### config.mk
export PLATFORM = sky130hd
export DESIGN_NAME = xtal_trim_seq
export DESIGN_NICKNAME = d
export VERILOG_FILES = /design/src/rtl/xts_pkg.sv /design/src/rtl/xts_code_reg.sv /design/src/rtl/xts_phase_timer.sv /design/src/rtl/xts_trim_hold.sv /design/src/rtl/xtal_trim_seq.sv
export SDC_FILE = /design/constraint.sdc
export NUM_CORES = 1
export LEC_CHECK = 0
export BUFFER_PORTS_ARGS = -buffer_cell sky130_fd_sc_hd__buf_2
export CAP_MARGIN = 0
export CORE_MARGIN = 2
export CORE_UTILIZATION = 58
export CTS_BUF_LIST = sky130_fd_sc_hd__clkbuf_4
export CTS_CLUSTER_DIAMETER = 60
export DETAILED_ROUTE_END_ITERATION = 10
export PLACE_DENSITY = 0.86
export SETUP_SLACK_MARGIN = 0.3
export SLEW_MARGIN = 20
export SYNTH_ARGS = -nofsm -noshare
export SYNTH_HDL_FRONTEND = slang
export SYNTH_HIERARCHICAL = 1
export SYNTH_SLANG_ARGS = --single-unit
export TNS_END_PERCENT = 20
### constraint.sdc
create_clock -name clk -period 3.42 [get_ports clk]
set_input_delay 0.171 -clock clk [delete_from_list [all_inputs] [get_ports clk]]
set_output_delay 0.171 -clock clk [all_outputs]
set_load 0.01 [all_outputs]
### src/rtl/xts_pkg.sv
`timescale 1ns/1ps
package xts_pkg;
  typedef enum logic [1:0] {
    XS_IDLE        = 2'd0,
    XS_TRIM_WAIT   = 2'd1,
    XS_SETTLE_WAIT = 2'd2,
    XS_SETTLED     = 2'd3
  } xts_state_e;

  function automatic logic trim_is_live(input xts_state_e s);
    return (s == XS_SETTLE_WAIT) || (s == XS_SETTLED);
  endfunction
endpackage

### src/rtl/xts_code_reg.sv
`timescale 1ns/1ps
module xts_code_reg #(
  parameter int W       = 4,
  parameter int RST_VAL = 0
) (
  input  logic         clk,
  input  logic         rst_n,
  input  logic         load_i,
  input  logic [W-1:0] d_i,
  output logic [W-1:0] q_o
);
  localparam logic [W-1:0] RST_CODE = W'(RST_VAL);

  always_ff @(posedge clk) begin
    if (!rst_n)      q_o <= RST_CODE;
    else if (load_i) q_o <= d_i;
  end
endmodule

### src/rtl/xts_phase_timer.sv
`timescale 1ns/1ps
module xts_phase_timer #(
  parameter int W = 4
) (
  input  logic         clk,
  input  logic         rst_n,
  input  logic         load_i,
  input  logic [W-1:0] load_val_i,
  input  logic         run_i,
  input  logic         tick_i,
  output logic         done_o
);
  localparam logic [W-1:0] ONE = W'(1);

  logic [W-1:0] cnt_q;
  logic         step_w;

  // A phase ends when nothing is left to wait, or when the final tick arrives.
  function automatic logic phase_over(input logic [W-1:0] c, input logic t);
    return (c == '0) || ((c == ONE) && t);
  endfunction

  assign step_w = run_i && tick_i && (cnt_q != '0) && !load_i;
  assign done_o = run_i && phase_over(cnt_q, tick_i);

  always_ff @(posedge clk) begin
    if (!rst_n)      cnt_q <= '0;
    else if (load_i) cnt_q <= load_val_i;
    else if (step_w) cnt_q <= cnt_q - ONE;
  end

  AST_CNT_NO_UNDERFLOW: assert property (@(posedge clk) disable iff (!rst_n)
    (cnt_q == '0 && !load_i) |=> (cnt_q == '0))
    else $error("phase counter wrapped");

  AST_CNT_ONE_PER_TICK: assert property (@(posedge clk) disable iff (!rst_n)
    (run_i && tick_i && cnt_q != '0 && !load_i) |=> (cnt_q == $past(cnt_q) - ONE))
    else $error("phase counter skipped a tick");
endmodule

### src/rtl/xts_trim_hold.sv
`timescale 1ns/1ps
module xts_trim_hold #(
  parameter int W = 11
) (
  input  logic         clk,
  input  logic         rst_n,
  input  logic         clr_i,
  input  logic         load_i,
  input  logic [W-1:0] d_i,
  output logic [W-1:0] q_o
);
  always_ff @(posedge clk) begin
    if (!rst_n || clr_i) q_o <= '0;
    else if (load_i)     q_o <= d_i;
  end
endmodule

### src/rtl/xtal_trim_seq.sv
`timescale 1ns/1ps
module xtal_trim_seq
  import xts_pkg::*;
#(
  parameter int CODE_W         = 4,
  parameter int COARSE_W       = 3,
  parameter int FINE_W         = 8,
  parameter int TRIM_DLY_RST   = 10,
  parameter int SETTLE_DLY_RST = 2
) (
  input  logic                         clk,
  input  logic                         rst_n,
  input  logic                         xtal_en_i,
  input  logic                         tick_i,
  input  logic                         cfg_load_i,
  input  logic [CODE_W-1:0]            trim_dly_code_i,
  input  logic [CODE_W-1:0]            settle_dly_code_i,
  input  logic [COARSE_W-1:0]          coarse_trim_i,
  input  logic [FINE_W-1:0]            fine_trim_i,
  output logic [COARSE_W+FINE_W-1:0]   trim_o,
  output logic                         trim_ready_o,
  output logic                         settled_o
);
  localparam int TRIM_W = COARSE_W + FINE_W;

  xts_state_e        st_q, st_n;
  logic [CODE_W-1:0] trim_code_w, settle_code_w, tmr_val_w;
  logic [TRIM_W-1:0] prog_trim_w, app_q;
  logic              tmr_load_w, tmr_run_w, tmr_done_w;
  logic              app_load_w, app_clr_w, mismatch_w;

  // Delay codes, one holding register per phase.
  xts_code_reg #(.W(CODE_W), .RST_VAL(TRIM_DLY_RST)) u_trim_code (
    .clk(clk), .rst_n(rst_n), .load_i(cfg_load_i),
    .d_i(trim_dly_code_i), .q_o(trim_code_w));

  xts_code_reg #(.W(CODE_W), .RST_VAL(SETTLE_DLY_RST)) u_settle_code (
    .clk(clk), .rst_n(rst_n), .load_i(cfg_load_i),
    .d_i(settle_dly_code_i), .q_o(settle_code_w));

  assign prog_trim_w = {coarse_trim_i, fine_trim_i};
  assign mismatch_w  = (app_q != prog_trim_w);
  assign tmr_run_w   = (st_q == XS_TRIM_WAIT) || (st_q == XS_SETTLE_WAIT);

  xts_phase_timer #(.W(CODE_W)) u_timer (
    .clk(clk), .rst_n(rst_n), .load_i(tmr_load_w), .load_val_i(tmr_val_w),
    .run_i(tmr_run_w), .tick_i(tick_i), .done_o(tmr_done_w));

  xts_trim_hold #(.W(TRIM_W)) u_trim (
    .clk(clk), .rst_n(rst_n), .clr_i(app_clr_w), .load_i(app_load_w),
    .d_i(prog_trim_w), .q_o(app_q));

  always_comb begin
    st_n       = st_q;
    tmr_load_w = 1'b0;
    tmr_val_w  = '0;
    app_load_w = 1'b0;
    app_clr_w  = 1'b0;
    if (!xtal_en_i) begin
      st_n      = XS_IDLE;
      app_clr_w = 1'b1;
    end else begin
      case (st_q)
        XS_IDLE: begin
          st_n       = XS_TRIM_WAIT;
          tmr_load_w = 1'b1;
          tmr_val_w  = trim_code_w;
          app_clr_w  = 1'b1;
        end
        XS_TRIM_WAIT: begin
          if (tmr_done_w) begin
            st_n       = XS_SETTLE_WAIT;
            tmr_load_w = 1'b1;
            tmr_val_w  = settle_code_w;
            app_load_w = 1'b1;
          end
        end
        XS_SETTLE_WAIT: begin
          if (tmr_done_w) st_n = XS_SETTLED;
          app_load_w = tick_i && mismatch_w;
        end
        default: begin
          app_load_w = tick_i && mismatch_w;
        end
      endcase
    end
  end

  always_ff @(posedge clk) begin
    if (!rst_n) st_q <= XS_IDLE;
    else        st_q <= st_n;
  end

  assign trim_o       = xtal_en_i ? app_q : '0;
  assign trim_ready_o = xtal_en_i && trim_is_live(st_q) && !mismatch_w;
  assign settled_o    = xtal_en_i && (st_q == XS_SETTLED);

  AST_ZERO_BEFORE_TRIM: assert property (@(posedge clk) disable iff (!rst_n)
    (st_q == XS_IDLE || st_q == XS_TRIM_WAIT) |-> (app_q == '0))
    else $error("trim applied early");

  AST_SETTLE_FROM_WAIT: assert property (@(posedge clk) disable iff (!rst_n)
    (st_q == XS_SETTLED && $past(st_q) != XS_SETTLED) |-> ($past(st_q) == XS_SETTLE_WAIT))
    else $error("settled entered out of order");

  AST_DROP_TO_IDLE: assert property (@(posedge clk) disable iff (!rst_n)
    !xtal_en_i |=> (st_q == XS_IDLE && app_q == '0))
    else $error("enable drop left state behind");

  AST_TRIM_MOVES_ON_TICK: assert property (@(posedge clk) disable iff (!rst_n)
    (app_q != $past(app_q)) |->
      (!$past(xtal_en_i) || $past(st_q) == XS_TRIM_WAIT || $past(tick_i)))
    else $error("applied trim changed without a tick");

  AST_READY_MATCHES: assert property (@(posedge clk) disable iff (!rst_n)
    trim_ready_o |-> (trim_o == {coarse_trim_i, fine_trim_i}))
    else $error("ready with wrong trim");
endmodule

==> impl_metrics.py <==
metrics = {
    "status": {
        "status": "completed",
    },
    "pwr": {
        "p_leak_nw": 0.672,
        "ir_drop_mv": 0.278,
        "powerDensity_nw_per_um2": 346,
        "power_mw": 0.571,
    },
    "yosys": {
        "synth_top_family_by_area": "simple AND/OR/NAND/NOR gates",
        "avgSynthCellArea_um2": 9.00,
        "synth-seq-area-share_pct": 34.8,
        "netlist_top_cells_area": "dfxtp_1, mux2i_1, xnor2_1",
        "yosys_warnings": 6,
        "synthTopCellsByCount": "dfxtp_1, mux2i_1, and2_1",
        "synthCells": 160,
        "yosysTopAreaCell": "dfxtp_1",
        "synth-xor-area-share_pct": 6.69,
        "syn_nets": 191,
        "synth-adder-area-share_pct": 6.08,
        "synth_edf_count": 0,
        "synthFlopType": "dfxtp_1",
        "post-synth-top-count-cell": "dfxtp_1",
        "synthDistinctLibCells": 35,
        "ys_ff_latch": 25,
        "synth_top_area_share_pct": 34.8,
        "synthSimpleGateAreaFrac_pct": 23.5,
        "netlist_area_um2": 1440,
        "synth_mux_area_share_pct": 13.2,
        "async_reset_ff_share_pct": 0,
        "synth_compound_area_share_pct": 11.6,
    },
    "critical_path": {
        "cp-start-kind": "flip-flop",
        "rrSetupSlack_ns": 0.85,
        "critical_path_class": "reg -> reg",
        "r2r-end": "u_trim/q_o[4]$_SDFFE_PP0P_",
        "critPathCaptureType": "flip-flop",
        "critPathRequiredTime_ns": 3.62,
        "r2r-start": "st_q[1]$_SDFFE_PN0P_",
        "rr_worst_depth": 8,
        "critPathMaxFanout": 11,
        "cp_data_arrival_time_ns": 2.76,
    },
    "layout": {
        "drive_gt1_share_pct": 21.2,
        "num_antenna_cells": 0,
        "fillers": 183,
        "nets": 225,
        "final_area_um2": 1650,
        "syn_to_final_growth_pct": 14.6,
    },
    "cts": {
        "cts_resized": 0,
        "clock_latency_ns": 0.31,
        "clk_transition_reported_paths_ns": 0.14,
        "cts.sinks": 25,
        "cts_buffers": 3,
        "post_cts.repair.setup_buffers": 0,
        "cts_tree": "built",
        "htreeDepth": 1,
        "clockRootBuffer": "clkbuf_4",
        "cts_buffer_depth": 2,
        "ctsHoldBuffers": 0,
    },
    "die": {
        "initial_core_util_pct": 59.8,
        "die_y_um": 53.8,
        "die_w_um": 53.8,
        "dieArea_um2": 2900,
        "io_pins": 37,
        "rows": 18,
        "core-area_um2": 2410,
    },
    "sta": {
        "finalSetupViolCount": 0,
        "finalMaxSlewViolations": 0,
        "relSlewSlack_pct": 55.9,
        "finClkSkew_ns": 0.0115,
        "setup-tns-final_ns": 0,
        "hold_viol_final": 0,
        "worst_slew_pin_slew_ns": 0.661,
        "clock.fmax_mhz": 390,
        "rsz0062_at_grt": "no",
        "fin_hold_ws_ns": 0.0637,
        "layout_min_cycle_time_ns": 2.57,
        "finalCritPeriodShare_pct": 75.0,
    },
    "global_route": {
        "antenna_found_initial": 0,
        "grt_usage_pct": 22.1,
        "grt_pass1_vias": 1160,
        "grt_pass1_wl_mm": 4.86,
        "grt_max_degree": 22,
        "grt.overflow.total": 0,
    },
    "job": {
        "cap_violations": 0,
    },
    "hold_path": {
        "min_path_cells": 3,
        "hold_path.class": "in -> reg",
        "worstHoldStart": "settle_dly_code_i[1]",
        "worstHoldEndpoint": "u_settle_code/q_o[1]$_SDFFE_PN1P_",
    },
    "routing": {
        "avgRoutedWirePerCell_um": 12.7,
        "ant_nets": 0,
        "drc": 0,
        "route.vias.total": 1207,
        "viasPerCell": 5.41,
        "dr.first_iter.drc_count": 20,
        "dr.pass1.iters": 4,
        "routed_wl_mm": 2.83,
    },
    "placed_design": {
        "numPortBuffers": 36,
        "routabilityCongestion": 0.929,
        "place_area_um2": 1620,
        "hpwl_mm": 2.21,
    },
}
-- worst max-delay path, stage by stage, from the launching register on --
cell     delay, ns
dfxtp_1       0.40
inv_1         0.08
ha_1          0.32
nor4b_1       0.47
nand2_1       0.13
o21ai_0       0.10
o311a_1       0.62
mux2i_1       0.27
nor2_1        0.05
-- cells by family after synthesis --
| kind of cell | Yosys count |
|---|---|
| AO/OA/AOI/OAI | 23 |
| XOR/XNOR | 11 |
| adder cells (fa/ha/maj) | 7 |
| buffers and inverters | 13 |
| flip-flops | 25 |
| multiplexers | 19 |
| AND/OR/NAND/NOR | 62 |
-- flip-flops by register name, indices dropped and copies added (netlist names) --
name	cells
st_q	2
u_settle_code/q_o	4
u_timer/cnt_q	4
u_trim/q_o	11
u_trim_code/q_o	4
-- where the power goes --
group / leakage, nW / switching [mW] / internal (mW) / total, mW
sequential: 0.204 / 0.0105 / 0.304 / 0.314
combinational: 0.450 / 0.0631 / 0.0540 / 0.117
clock: 0.0184 / 0.0857 / 0.0534 / 0.139
total: 0.672 / 0.159 / 0.411 / 0.571
-- cell type report --
class | instances | area (um2) | area share, %
flip-flops and latches | 25 | 500 | 30.3
well taps | 30 | 37.5 | 2.27
multi-input cells | 122 | 880 | 53.3
inverters | 6 | 22.5 | 1.36
repair buffers | 36 | 180 | 10.9
clock buffers | 4 | 30.0 | 1.82
-- stage by stage --
step / instances / setup WS, ns / utilization [%]
3_5_place_dp: 219 / 0.909 / 67.2
5_1_grt: 223 / 0.601 / 68.5
2_1_floorplan: 160 / 1.42 / -
3_3_place_gp: 219 / 1.10 / 67.2
6_report: 223 / 0.855 / 68.5
4_1_cts: 223 / 0.865 / 68.5
-- per-layer routing --
| metal | track usage, % | wire length [um] |
|---|---|---|
| met3 | 3.06 | 101 |
| met4 | 5.56 | 10 |
| met5 | 0 | 0 |
| met1 | 28.8 | 1310 |
| met2 | 38.2 | 1400 |
-- cell usage in the layout (no fill, tap or decap), drive strengths merged, types with 2 or more instances in the layout --
| cell type | count |
|---|---|
| a31oi | 2 |
| o311a | 2 |
| nand4 | 5 |
| inv | 6 |
| o21a | 2 |
| clkbuf | 4 |
| xnor2 | 11 |
| o21ai | 6 |
| nand2 | 8 |
| nor2b | 9 |
| ha | 7 |
| nand2b | 4 |
| buf | 36 |
| mux2i | 19 |
| and2 | 13 |
| nand3 | 4 |
| a22oi | 4 |
| nor2 | 12 |
| dfxtp | 25 |
| a21oi | 2 |
-- worst max path at each step --
stage / start / endpoint / slack, ns / depth (start not counted)
2_1_floorplan: st_q[0]$_SDFFE_PN0P_ / u_timer/cnt_q[1]$_SDFFE_PN0P_ / 1.42 / 9
3_3_place_gp: st_q[1]$_SDFFE_PN0P_ / u_trim/q_o[10]$_SDFFE_PP0P_ / 1.10 / 8
3_5_place_dp: st_q[0]$_SDFFE_PN0P_ / u_trim/q_o[4]$_SDFFE_PP0P_ / 0.91 / 8
4_1_cts: st_q[0]$_SDFFE_PN0P_ / u_trim/q_o[4]$_SDFFE_PP0P_ / 0.86 / 8
5_1_grt: st_q[0]$_SDFFE_PN0P_ / u_trim/q_o[4]$_SDFFE_PP0P_ / 0.60 / 8
6_report: st_q[1]$_SDFFE_PN0P_ / u_trim/q_o[4]$_SDFFE_PP0P_ / 0.85 / 8
Power figures use the tool's default switching activity.
